$ cat src/rtl/tcm_pkg.sv
package tcm_pkg;

  typedef enum logic [1:0] {
    RING_USER = 2'b00,
    RING_OS   = 2'b01,
    RING_POOL = 2'b10,
    RING_PHYS = 2'b11
  } ring_e;

  localparam int WORD_W  = 32;
  localparam int VLD_BIT = 31;
  localparam int FIELD_W = 31;

  // Memory (big-endian) byte order to host order.
  function automatic logic [WORD_W-1:0] be_to_host(input logic [WORD_W-1:0] w);
    return {w[7:0], w[15:8], w[23:16], w[31:24]};
  endfunction

endpackage

$ cat src/rtl/tcm_hw_line.sv
module tcm_hw_line #(
  parameter int BLK_W  = 4,
  parameter int PIR_W  = 16,
  parameter int IDX_W  = 24,
  parameter int LINE_W = 31
) (
  input  logic              tid8_mode,
  input  logic [BLK_W-1:0]  blk,
  input  logic [PIR_W-1:0]  pir,
  output logic [LINE_W-1:0] line
);

  logic [LINE_W-1:0] cand [2];

  // Two thread-id widths: 7 (marker bit 7) and 8 (marker bit 8).
  for (genvar g = 0; g < 2; g++) begin : g_tid
    localparam int TW = 7 + g;
    assign cand[g] = (LINE_W'(blk) << IDX_W)
                   | (LINE_W'(1) << TW)
                   | LINE_W'(pir[TW-1:0]);
  end

  assign line = tid8_mode ? cand[1] : cand[0];

endmodule

$ cat src/rtl/tcm_ring_cmp.sv
module tcm_ring_cmp #(
  parameter int  LINE_W  = 31,
  parameter bit  USE_EXT = 1'b0
) (
  input  logic [31:0]       word_host,
  input  logic [LINE_W-1:0] ext_line,
  input  logic [LINE_W-1:0] cmp_val,
  output logic              hit
);

  logic [LINE_W-1:0] ref_val;

  if (USE_EXT) begin : g_ext
    assign ref_val = ext_line;
  end else begin : g_fld
    assign ref_val = word_host[LINE_W-1:0];
  end

  assign hit = word_host[tcm_pkg::VLD_BIT] && (ref_val == cmp_val);

endmodule

$ cat src/rtl/tcm_prio_sel.sv
module tcm_prio_sel
  import tcm_pkg::*;
(
  input  logic  clk,
  input  logic  rst_n,
  input  logic  chk_en,
  input  logic  fmt,
  input  logic  ign,
  input  logic  phys_hit,
  input  logic  pool_hit,
  input  logic  os_hit,
  input  logic  user_hit,
  output logic  hit,
  output ring_e ring
);

  always_comb begin
    hit  = 1'b0;
    ring = RING_USER;
    if (fmt) begin
      if (user_hit) begin
        hit  = 1'b1;
        ring = RING_USER;
      end
    end else if (!ign) begin
      if (phys_hit) begin
        hit  = 1'b1;
        ring = RING_PHYS;
      end else if (pool_hit) begin
        hit  = 1'b1;
        ring = RING_POOL;
      end else if (os_hit) begin
        hit  = 1'b1;
        ring = RING_OS;
      end
    end
  end

  AST_LS_NEVER_HITS: assert property (@(posedge clk) disable iff (!rst_n)
    (chk_en && !fmt && ign) |-> !hit);
  AST_PHYS_WINS: assert property (@(posedge clk) disable iff (!rst_n)
    (chk_en && !fmt && !ign && phys_hit) |-> (hit && ring == RING_PHYS));
  AST_FMT1_USER_ONLY: assert property (@(posedge clk) disable iff (!rst_n)
    (chk_en && fmt && hit) |-> (ring == RING_USER && user_hit));

endmodule

$ cat src/rtl/tctx_cam_matcher.sv
module tctx_cam_matcher
  import tcm_pkg::*;
#(
  parameter int BLK_W = 4,
  parameter int IDX_W = 24,
  parameter int LS_W  = 24,
  parameter int PIR_W = 16
) (
  input  logic             clk,
  input  logic             rst_n,
  input  logic             tid8_mode,
  input  logic [BLK_W-1:0] ic_blk,
  input  logic             req_valid,
  output logic             req_ready,
  input  logic             req_format,
  input  logic             req_ignore,
  input  logic [BLK_W-1:0] req_blk,
  input  logic [IDX_W-1:0] req_idx,
  input  logic [LS_W-1:0]  req_ls,
  input  logic [PIR_W-1:0] req_pir,
  input  logic [31:0]      ctx_phys_w2,
  input  logic [31:0]      ctx_pool_w2,
  input  logic [31:0]      ctx_os_w2,
  input  logic [31:0]      ctx_user_w2,
  output logic             rsp_valid,
  input  logic             rsp_ready,
  output logic             rsp_hit,
  output logic [1:0]       rsp_ring
);

  localparam int LINE_W = FIELD_W;
  localparam int NRING  = 4;

  // Captured request
  logic             s_fmt, s_ign;
  logic [BLK_W-1:0] s_blk;
  logic [IDX_W-1:0] s_idx;
  logic [LS_W-1:0]  s_ls;
  logic [PIR_W-1:0] s_pir;
  logic [31:0]      s_w [NRING];

  logic accept;
  assign req_ready = !rsp_valid || rsp_ready;
  assign accept    = req_valid && req_ready;

  always_ff @(posedge clk or negedge rst_n) begin
    if (!rst_n) begin
      rsp_valid <= 1'b0;
      s_fmt     <= 1'b0;
      s_ign     <= 1'b0;
      s_blk     <= '0;
      s_idx     <= '0;
      s_ls      <= '0;
      s_pir     <= '0;
      for (int i = 0; i < NRING; i++) s_w[i] <= '0;
    end else begin
      if (accept) begin
        s_fmt  <= req_format;
        s_ign  <= req_ignore;
        s_blk  <= req_blk;
        s_idx  <= req_idx;
        s_ls   <= req_ls;
        s_pir  <= req_pir;
        s_w[0] <= be_to_host(ctx_user_w2);
        s_w[1] <= be_to_host(ctx_os_w2);
        s_w[2] <= be_to_host(ctx_pool_w2);
        s_w[3] <= be_to_host(ctx_phys_w2);
        rsp_valid <= 1'b1;
      end else if (rsp_ready) begin
        rsp_valid <= 1'b0;
      end
    end
  end

  // Compare value and the physical ring's hardware CAM line
  logic [LINE_W-1:0] cmp_val, hw_line;
  assign cmp_val = (LINE_W'(s_blk) << IDX_W) | LINE_W'(s_idx);

  tcm_hw_line #(
    .BLK_W(BLK_W), .PIR_W(PIR_W), .IDX_W(IDX_W), .LINE_W(LINE_W)
  ) u_hw_line (
    .tid8_mode(tid8_mode), .blk(ic_blk), .pir(s_pir), .line(hw_line)
  );

  logic phys_hit, pool_hit, os_hit, user_hit;

  tcm_ring_cmp #(.LINE_W(LINE_W), .USE_EXT(1'b1)) u_cmp_phys (
    .word_host(s_w[3]), .ext_line(hw_line), .cmp_val(cmp_val), .hit(phys_hit)
  );
  tcm_ring_cmp #(.LINE_W(LINE_W), .USE_EXT(1'b0)) u_cmp_pool (
    .word_host(s_w[2]), .ext_line(hw_line), .cmp_val(cmp_val), .hit(pool_hit)
  );
  tcm_ring_cmp #(.LINE_W(LINE_W), .USE_EXT(1'b0)) u_cmp_os (
    .word_host(s_w[1]), .ext_line(hw_line), .cmp_val(cmp_val), .hit(os_hit)
  );

  // User path: OS ring must match as well
  assign user_hit = os_hit && s_w[0][VLD_BIT] && (s_w[0][LS_W-1:0] == s_ls);

  ring_e sel_ring;
  logic  sel_hit;

  tcm_prio_sel u_sel (
    .clk(clk), .rst_n(rst_n), .chk_en(rsp_valid),
    .fmt(s_fmt), .ign(s_ign),
    .phys_hit(phys_hit), .pool_hit(pool_hit), .os_hit(os_hit), .user_hit(user_hit),
    .hit(sel_hit), .ring(sel_ring)
  );

  assign rsp_hit  = sel_hit;
  assign rsp_ring = sel_ring;

  AST_ACCEPT_TO_RSP: assert property (@(posedge clk) disable iff (!rst_n)
    (req_valid && req_ready) |=> rsp_valid);
  AST_RSP_HOLD: assert property (@(posedge clk) disable iff (!rst_n)
    (rsp_valid && !rsp_ready) |=> (rsp_valid && $stable(rsp_hit) && $stable(rsp_ring)));
  AST_STALL_BLOCKS: assert property (@(posedge clk) disable iff (!rst_n)
    (rsp_valid && !rsp_ready) |-> !req_ready);
  AST_MISS_RING_ZERO: assert property (@(posedge clk) disable iff (!rst_n)
    (rsp_valid && !rsp_hit) |-> (rsp_ring == 2'b00));

endmodule

$ cat config.mk
export PLATFORM = sky130hd
export DESIGN_NAME = tctx_cam_matcher
export DESIGN_NICKNAME = d
export VERILOG_FILES = /design/src/rtl/tcm_pkg.sv /design/src/rtl/tcm_hw_line.sv /design/src/rtl/tcm_ring_cmp.sv /design/src/rtl/tcm_prio_sel.sv /design/src/rtl/tctx_cam_matcher.sv
export SDC_FILE = /design/constraint.sdc
export NUM_CORES = 1
export LEC_CHECK = 0
export ABC_CLOCK_PERIOD_IN_PS = 2250
export CAP_MARGIN = 5
export CORE_ASPECT_RATIO = 0.5
export CORE_MARGIN = 1
export CORE_UTILIZATION = 47
export DETAILED_ROUTE_END_ITERATION = 8
export PLACE_DENSITY_LB_ADDON = 0.1
export SLEW_MARGIN = 20
export SYNTH_ARGS = -nofsm -noshare
export SYNTH_HDL_FRONTEND = slang
export SYNTH_SLANG_ARGS = --single-unit
$ cat constraint.sdc
create_clock -name clk -period 2.25 [get_ports clk]
set_clock_uncertainty 0.2 [all_clocks]
set_input_delay 0.45 -clock clk [delete_from_list [all_inputs] [get_ports clk]]
set_output_delay 0.45 -clock clk [all_outputs]
set_load 0.03 [all_outputs]
==> results.toml, run 1 <==
[setup_path]
path_cells = "buf_6, xnor2_4, nand4_1, nor4_4, buf_4, a41oi_4, a31oi_4, buf_6"
cpPeakStageDelay_ns = 0.42
critPathSlowestCell = "dfrtp_1"
crit_path_max_fanout = 3
crit_buf_inv = 3
startpoint_type = "flop"
path_class = "reg2out"
crit_path_end_kind = "output pin"
path_delay_family = "simple AND/OR/NAND/NOR gates"
crit_top_cell = "buf_6"
ff2ff_setup_slack_ns = 0.61
cp.required_ns = 1.60
critPathArrivalTime_ns = 2.28

[floorplan]
chipHeight_um = 87.0
die_area_mm2 = 0.0150
io_pins = 212
dieWidth_um = 172
std_cell_rows = 30
core_area_mm2 = 0.0138
start_util_pct = 49.2

[pwr]
p_leak_nw = 3.98
powerDensity_mw_per_mm2 = 821
ir_drop_uv = 588

[place]
hpwl_mm = 11.3
port_buffers = 165
place_area_mm2 = 0.00897
placed_cells = 847
dp_slack_ns = -0.425
place.gp.congestion = 0.843

[finish]
diodes = 0
drive_gt1_share_pct = 36.8
syn_to_final_growth_pct = 44.2
nNetsFinal = 886
fin_cells = 884
final_common_cell = "clkdlybuf4s50_1"
mostFrequentLayoutCells = "clkdlybuf4s50_1 (160), mux2_2 (152), dfrtp_1 (151)"
fillers = 1002
fin_area_mm2 = 0.00980

[yosys]
synth_top_family_by_area = "multiplexers"
syn_nets = 674
avgSynthCellArea_um2 = 14.6
synth-seq-cells = 153
synth_xor_area_share_pct = 12.0
synth_cells = 467
synth-compound-area-share_pct = 0.552
synth-adder-area-share_pct = 0
synth_cell_types = 22
seq_area_frac_synth_pct = 56.3
synthSimpleGateAreaFrac_pct = 4.49
muxShareOfSynthArea_pct = 25.2
synth_area_mm2 = 0.00680
yosysWarnings = 0

[cts]
cts.reportedPaths.clkPinSlew_ns = 0.06
clk_path_buf_depth = 2
numCtsBuffers = 17
clock-sinks = 153
cts.htree.levels = 4
clk-insertion-delay-late_ns = 0.41
cts_tree = "done"
root_buffer = "clkbuf_16"

[sta]
slew_headroom_pct = 69.1
fin_crit_sh_pct = 130
fmax_mhz = 342
tns_ns = -1.98
setup_ws_ns = -0.677
tightestPinTransition_ns = 0.463
setup_violations = 3
slew_violations = 0
rsz0062_at_grt = "true"
timing.hold.ws_ns = 0.298
fin_crit_ns = 2.93
hold_violations = 0

[route]
drc = 0
drtPass1Iterations = 4
wl_per_cell_um = 17.6
drt_iter0_markers = 242
wl_mm = 15.6
vias = 4367
viasPerCell = 4.94
ant_nets = 0

[grt]
grt.overflow.total = 0
antenna_found_initial = 0
grt_first_pass_wirelength_mm = 24.7
grt_pass1_vias = 4727
use_met1_pct = 29.5
busiest_layer = "met2"
use_met3_pct = 6.32
met2_usage_pct = 36.7
grtUsageTotal_pct = 22.5
grt_max_degree = 48

[worst_hold_path]
hold_path.class = "reg2reg"

[status]
status = "complete, but fails checks"
violations = "setup timing"

[flow_run]
drv_cap = 0
cells by family (layout without fill, tap and decap cells):
family / Yosys count / in the layout
xor gates and xnor gates: 93 / 93
AOI/OAI and AO/OA: 5 / 5
and+or+nand+nor: 48 / 48
DFF: 153 / 153
muxes: 152 / 152
buffers and inverters: 16 / 241
cell usage after synthesis, drive strengths merged:
cell type | count | share of area, %
nand4 | 15 | 1.4
xnor2 | 53 | 6.8
nor4 | 16 | 1.7
nand3 | 3 | 0.22
nand2 | 3 | 0.17
nor2b | 1 | 0.092
nor3 | 2 | 0.15
nor4b | 2 | 0.35
a41oi | 1 | 0.13
a21boi | 2 | 0.22
nor2 | 2 | 0.11
o211ai | 1 | 0.11
nand2b | 3 | 0.28
dfrtp | 153 | 56
a31oi | 1 | 0.092
xor2 | 40 | 5.2
buf | 16 | 1.5
or2 | 1 | 0.092
mux2 | 152 | 25
worst paths after layout:
check	from	depth (start not counted)	endpoint
worst max-delay path	s_idx[23]	8	rsp_hit
max in group asynchronous	rst_n	3	s_idx[17]
min in group asynchronous	rst_n	2	s_w[54]
worst max register to register	rsp_valid	4	s_idx[23]
worst min register to register	s_w[61]	1	s_w[61]
worst min-delay path	s_w[61]	1	s_w[61]
state kept, by name, summed over array words and instances, names as in the netlist:
name and flops:
s_idx 24, s_ign 1, s_fmt 1, rsp_valid 1, s_ls 24, s_pir 8
s_w 90, s_blk 4
layer usage:
metal	wire [um]	part of all wire (%)
met4	107	0.69
met5	0	0
met3	921	5.9
met2	7400	48
met1	7140	46
per-stage QoR:
stage | utilization (%) | total power (W)
floorplan | - | 0.00435
global placement | 64.9 | 0.00500
detailed placement | 64.9 | 0.00505
CTS | 70.5 | 0.00809
global route | 71.0 | 0.00842
finish | 71.0 | 0.00805
worst reg2reg max path: cells and delay by family, from the launching register on:
kind | cells | cell delay (ns)
multiplexers | 1 | 0.40
flip-flops | 1 | 0.36
AND/OR/NAND/NOR | 2 | 0.31
buffers and inverters | 1 | 0.26
repair_timing:
item,4_1_cts,5_1_grt
buffers inserted,3,1
hold buffers,1,0
pin swaps,15,9
hold endpoints to repair,42,0
gates resized for setup,24,9
setup endpoints to repair,3,3
cell type report:
| class | instances | area, um^2 | area share, % |
|---|---|---|---|
| sequential | 153 | 3830 | 39.1 |
| clock buffer | 20 | 437 | 4.46 |
| tap | 192 | 240 | 2.45 |
| clock inverter | 12 | 165 | 1.69 |
| timing repair buffer | 209 | 2090 | 21.3 |
| multi-input combinational | 298 | 3040 | 31.0 |
where the power goes:
group | switching, W | internal [W]
Sequential | 0.000325 | 0.00316
Clock | 0.00118 | 0.00176
Combinational | 0.000573 | 0.00105
Total | 0.00208 | 0.00597
Note: power is estimated with default switching activity, not from simulation.
==> run 2: changes to the inputs <==
--- a/config.mk
+++ b/config.mk
@@ -7,9 +7,11 @@
 export LEC_CHECK = 0
 export ABC_CLOCK_PERIOD_IN_PS = 2250
 export CAP_MARGIN = 5
+export CELL_PAD_IN_SITES_DETAIL_PLACEMENT = 0
+export CELL_PAD_IN_SITES_GLOBAL_PLACEMENT = 1
 export CORE_ASPECT_RATIO = 0.5
 export CORE_MARGIN = 1
-export CORE_UTILIZATION = 47
+export CORE_UTILIZATION = 37
 export DETAILED_ROUTE_END_ITERATION = 8
 export PLACE_DENSITY_LB_ADDON = 0.1
 export SLEW_MARGIN = 20
==> run 2 against run 1 <==
Effect of this change: sequential share of layout area decreased by 0.20 points; sequential cell count is the same; combinational power hardly changed; critical path depth down 2; non-clock buffer count rose by 1; cell count is 4.9% higher; fmax increased by 0.19%; the flow still finishes with violations (setup timing); first-iteration DRC count is 57% lower; largest cell class unchanged.
==> results.toml, run 2 (synthesized netlist as in run 1, its figures left out) <==
[status]
status = "complete, but fails checks"
violations = "setup timing"

[finish]
final_common_cell = "clkdlybuf4s50_1"
multi_input_area_mm2 = 0.00300
fin_area_mm2 = 0.00985
drive_gt1_share_pct = 36.7
regArea_mm2 = 0.00383
reg.largest.list = "s_w: 90 flops, s_idx: 24 flops, s_ls: 24 flops"
nNetsFinal = 887
top_register = "s_w"
mostFrequentLayoutCells = "clkdlybuf4s50_1 (160), mux2_2 (152), dfrtp_1 (152)"
diodes = 0
largest_reg_flops = 90
syn_to_final_growth_pct = 44.9
fillers = 1487

[worst_hold_path]
hold_path.class = "reg2reg"
hold_depth = 1
hold_start = "s_w[61]"
min_to = "s_w[61]"

[setup_path]
ff2ff_setup_slack_ns = 0.62
critPathArrivalTime_ns = 2.27
cp.required_ns = 1.60
path_class = "reg2out"
r2r_start = "rsp_valid"
startpoint_type = "flop"
reg2reg_depth = 4
crit_path_end_kind = "output pin"
rr_endpoint = "s_w[75]"
critPathSlowestCell = "dfrtp_1"
path_cells = "xor2_1, nor4_1, nand4_1, or2_4, a31oi_2, buf_6"
crit_path_max_fanout = 2
cpPeakStageDelay_ns = 0.39

[sta]
tightestPinTransition_ns = 0.484
rsz0062_at_grt = "true"
setup_violations = 3
hold_violations = 0
slew_headroom_pct = 67.7
fin_crit_sh_pct = 130
setup_ws_ns = -0.671
fin_crit_ns = 2.92
tns_ns = -1.93
slew_violations = 0
fmax_mhz = 342

[route]
wl_mm = 15.9
drtPass1Iterations = 4
viasPerCell = 4.69
wl_per_cell_um = 17.1
drt_iter0_markers = 105
drc = 0
ant_nets = 0
vias = 4350

[pwr]
ir_drop_uv = 500
p_leak_nw = 4.00
powerDensity_mw_per_mm2 = 839

[floorplan]
dieWidth_um = 194
core_area_mm2 = 0.0177
die_area_mm2 = 0.0190
chipHeight_um = 97.8
std_cell_rows = 34
start_util_pct = 38.5
io_pins = 212

[flow_run]
drv_cap = 0

[grt]
grt_pass1_vias = 4697
grt_first_pass_wirelength_mm = 25.4
grt_max_degree = 49
grtUsageTotal_pct = 17.9
grt.overflow.total = 0
antenna_found_initial = 0

[cts]
numCtsBuffers = 17
cts.htree.levels = 4
cts_tree = "done"
clk_path_buf_depth = 2
clock-sinks = 153
root_buffer = "clkbuf_16"
clk-insertion-delay-late_ns = 0.41
cts.reportedPaths.clkPinSlew_ns = 0.06

[place]
dp_slack_ns = -0.481
port_buffers = 165
place.gp.congestion = 0.749
hpwl_mm = 12.0
place_area_mm2 = 0.00903
[run 2: final cells by class]
| cell class | instances | area share, % |
|---|---|---|
| Multi-Input combinational cell | 298 | 30.4 |
| Clock buffer | 21 | 4.78 |
| Tap cell | 234 | 2.97 |
| Clock inverter | 11 | 1.96 |
| Sequential cell | 153 | 38.9 |
| Timing Repair Buffer | 210 | 21.0 |
[run 2: through the flow]
stage / utilization (%) / std cells / total power [W] / hold WS, ns
final: 55.8 / 927 / 0.00826 / 0.303
after global routing: 55.8 / 927 / 0.00868 / 0.321
after CTS: 55.2 / 925 / 0.00834 / 0.305
after detailed placement: 51.1 / 890 / 0.00508 / 0.222
after global placement: 51.1 / 890 / 0.00506 / 0.230
after floorplan: - / 467 / 0.00435 / -0.0456
[run 2: metal layers]
layer	up-vias	GRT usage [%]	share of wire (%)
li1	2079	-	-
met3	10	5.11	5.8
met2	93	27.0	45
met5	-	0	0
met1	2168	25.0	48
met4	0	4.98	0.71
[run 2: how the worst max path moves through the flow]
stage,cells after the start,end,from
final,6,rsp_hit,s_blk[2]
after global routing,8,rsp_hit,s_idx[5]
after CTS,7,rsp_hit,s_idx[14]
after detailed placement,7,rsp_hit,tid8_mode
after global placement,7,rsp_ring[1],tid8_mode
after floorplan,5,rsp_hit,s_blk[2]
[run 2: repair_timing]
action                                 CTS  global route
pin swaps                                5            15
setup endpoints to repair                3             3
endpoints found under the hold margin   41             0
buffers inserted                         2             2
hold buffers                             1             0
resized for setup                        7            12
[run 2: critical path, delay by kind of cell (launching register included)]
family,cells,cell delay [ns]
compound gates,1,0.20
xor+xnor,1,0.18
buf+inv,1,0.16
flops,1,0.39
simple gates,3,0.93
[run 2: where the power goes]
group / total (W) / internal, W / switching, W
clock network: 0.00318 / 0.00206 / 0.00112
logic: 0.00161 / 0.00104 / 0.000575
registers: 0.00348 / 0.00316 / 0.000315
total: 0.00826 / 0.00626 / 0.00201
==> run 3: changes to the inputs <==
--- a/config.mk
+++ b/config.mk
@@ -5,15 +5,16 @@
 export SDC_FILE = /design/constraint.sdc
 export NUM_CORES = 1
 export LEC_CHECK = 0
-export ABC_CLOCK_PERIOD_IN_PS = 2250
+export ABC_CLOCK_PERIOD_IN_PS = 3640
 export CAP_MARGIN = 5
 export CELL_PAD_IN_SITES_DETAIL_PLACEMENT = 0
 export CELL_PAD_IN_SITES_GLOBAL_PLACEMENT = 1
 export CORE_ASPECT_RATIO = 0.5
 export CORE_MARGIN = 1
-export CORE_UTILIZATION = 37
+export CORE_UTILIZATION = 40
 export DETAILED_ROUTE_END_ITERATION = 8
-export PLACE_DENSITY_LB_ADDON = 0.1
+export PLACE_DENSITY = 0.86
+export RECOVER_POWER = 50
 export SLEW_MARGIN = 20
 export SYNTH_ARGS = -nofsm -noshare
 export SYNTH_HDL_FRONTEND = slang
==> constraint.sdc (replaced) <==
create_clock -name clk -period 3.64 [get_ports clk]
set_clock_uncertainty 0.2 [all_clocks]
set_input_delay 0.728 -clock clk [delete_from_list [all_inputs] [get_ports clk]]
set_output_delay 0.728 -clock clk [all_outputs]
set_load 0.03 [all_outputs]
==> run 3 against run 2 <==
Effect of this change: the flow finishes with violations (capacitance limit, slew limit); total power down 40%; register-to-register slack better by 0.48 ns; combinational power down 48%; sequential share of layout area up 2.2 points; non-clock buffer count down 41; die area down 7.4%; hold slack worse by 0.0034 ns; sequential cell count unchanged; first-iteration DRC count up 52%; clock-buffer cell count down 3; largest cell class unchanged.
==> results.toml, run 3 (synthesized netlist as in run 1, its figures left out) <==
[route]
ant_nets = 0
vias = 4217
drtPass1Iterations = 4
drt_iter0_markers = 160
drc = 0
viasPerCell = 4.80
wl_per_cell_um = 16.9
wl_mm = 14.9

[flow_run]
drv_cap = 1

[sta]
fin_crit_sh_pct = 92.9
fmax_mhz = 296
setup_violations = 0
tns_ns = 0
tightestPinTransition_ns = 1.99
hold_violations = 0
rsz0062_at_grt = "false"
fin_crit_ns = 3.38
slew_violations = 96
slew_headroom_pct = -32.8
setup_ws_ns = 0.259

[status]
violations = "capacitance limit, slew limit"
status = "complete, but fails checks"

[grt]
grt_max_degree = 108
grt_first_pass_wirelength_mm = 24.1
antenna_found_initial = 0
grt.overflow.total = 0
grtUsageTotal_pct = 18.2
grt_pass1_vias = 4539

[pwr]
p_seq_share_pct = 43.6
p_leak_nw = 3.73
clkPwrFrac_pct = 39.7
powerDensity_mw_per_mm2 = 534
p_comb_share_pct = 16.7
netSwitchingFraction_pct = 24.8
power.internal_w = 0.00375
power.switching_w = 0.00124
ir_drop_uv = 352

[finish]
mostFrequentLayoutCells = "clkdlybuf4s50_1 (160), dfrtp_1 (153), mux2_2 (152)"
top_register = "s_w"
largest_reg_flops = 90
multi_input_area_mm2 = 0.00288
drive_gt1_share_pct = 30.0
final_util_pct = 56.6
final_common_cell = "clkdlybuf4s50_1"
reg.largest.list = "s_w: 90 flops, s_idx: 24 flops, s_ls: 24 flops"
nNetsFinal = 846
regArea_mm2 = 0.00383
fillers = 1323
fin_area_mm2 = 0.00933
diodes = 0
syn_to_final_growth_pct = 37.2

[floorplan]
io_pins = 212
std_cell_rows = 33
dieWidth_um = 186
core_area_mm2 = 0.0165
start_util_pct = 41.3
chipHeight_um = 94.2
die_area_mm2 = 0.0176

[cts]
cts.hold.buffers_added = 0
cts_tree = "done"
cts.reportedPaths.clkPinSlew_ns = 0.06
clock-sinks = 153
clk-insertion-delay-late_ns = 0.42
root_buffer = "clkbuf_16"
cts_setup_buffers = 0
clk_path_buf_depth = 2
cts_repair_resize_count = 0
numCtsBuffers = 17
cts.htree.levels = 4

[setup_path]
path_class = "reg2out"
crit_path_end_kind = "output pin"
critPathSlowestCell = "dfrtp_1"
cp.required_ns = 2.71
cpPeakStageDelay_ns = 0.46
startpoint_type = "flop"
critPathArrivalTime_ns = 2.45
path_delay_family = "simple AND/OR/NAND/NOR gates"
path_cells = "xor2_1, nor4_1, nand4_1, or2_1, a31oi_1, buf_4"
crit_path_max_fanout = 4
crit_buf_inv = 1

[place]
place.gp.congestion = 0.769
port_buffers = 165
dp_slack_ns = 0.372
hpwl_mm = 10.7
place_area_mm2 = 0.00869

[worst_hold_path]
hold_path.class = "reg2reg"
run 3: cell count changes in the layout (fill, tap and decap cells not counted), moves of 2 or more:
| cell | delta |
|---|---|
| buf_6 | -3 |
| clkbuf_2 | +2 |
| xnor2_2 | -5 |
| xnor2_1 | +6 |
| buf_4 | -36 |
| nor4_2 | -5 |
| a21boi_1 | +2 |
| a21boi_2 | -2 |
| clkbuf_8 | -2 |
| nor4_1 | +5 |
| buf_12 | -5 |
| inv_6 | +2 |
run 3: power groups by stage:
stage,registers [W],logic [W],clock network [W]
2_1_floorplan,0.00214,0.000547,0
3_3_place_gp,0.00219,0.000825,0
3_5_place_dp,0.00220,0.000838,0
4_1_cts,0.00217,0.000847,0.00202
5_1_grt,0.00220,0.000913,0.00210
6_report,0.00217,0.000832,0.00198
run 3: worst paths after layout:
| path | startpoint | endpoint | slack (ns) | depth (start not counted) |
|---|---|---|---|---|
| max | s_blk[1] | rsp_hit | 0.26 | 6 |
| min | s_w[61] | s_w[61] | 0.30 | 1 |
| max reg2reg | rsp_valid | s_w[72] | 1.10 | 4 |
| min reg2reg | s_w[61] | s_w[61] | 0.30 | 1 |
| max in group asynchronous | rst_n | s_w[88] | 1.04 | 2 |
| min in group asynchronous | rst_n | s_w[116] | 0.67 | 1 |
run 3: worst reg2reg max path: stages, from the launching register on:
cell	delay (ns)
dfrtp_1	0.35
nand2b_1	0.13
nand2_4	0.10
clkbuf_4	1.09
mux2_2	0.55
run 3: cell type report:
type	instances	area share (%)
repair buffers	169	18.0
well taps	227	3.05
clock inverters	13	2.33
clock buffers	18	4.71
multi-input cells	298	30.8
flip-flops and latches	153	41.1
run 3: layer usage:
metal  part of all wire [%]  vias up  GRT usage, %  wire length (um)
met5                      0        -             0                 0
met4                    1.0        0          6.27               153
met3                    3.8       14          4.56               561
met2                     50       82          30.5              7450
met1                     45     2119          23.1              6720
li1                       -     2002             -                 -
run 3: through the flow:
stage          power (W)  instances  hold slack [ns]
2_1_floorplan    0.00269        467            0.232
3_3_place_gp     0.00302        847            0.281
3_5_place_dp     0.00304        847            0.287
4_1_cts          0.00504        878            0.169
5_1_grt          0.00522        878            0.313
6_report         0.00498        878            0.300
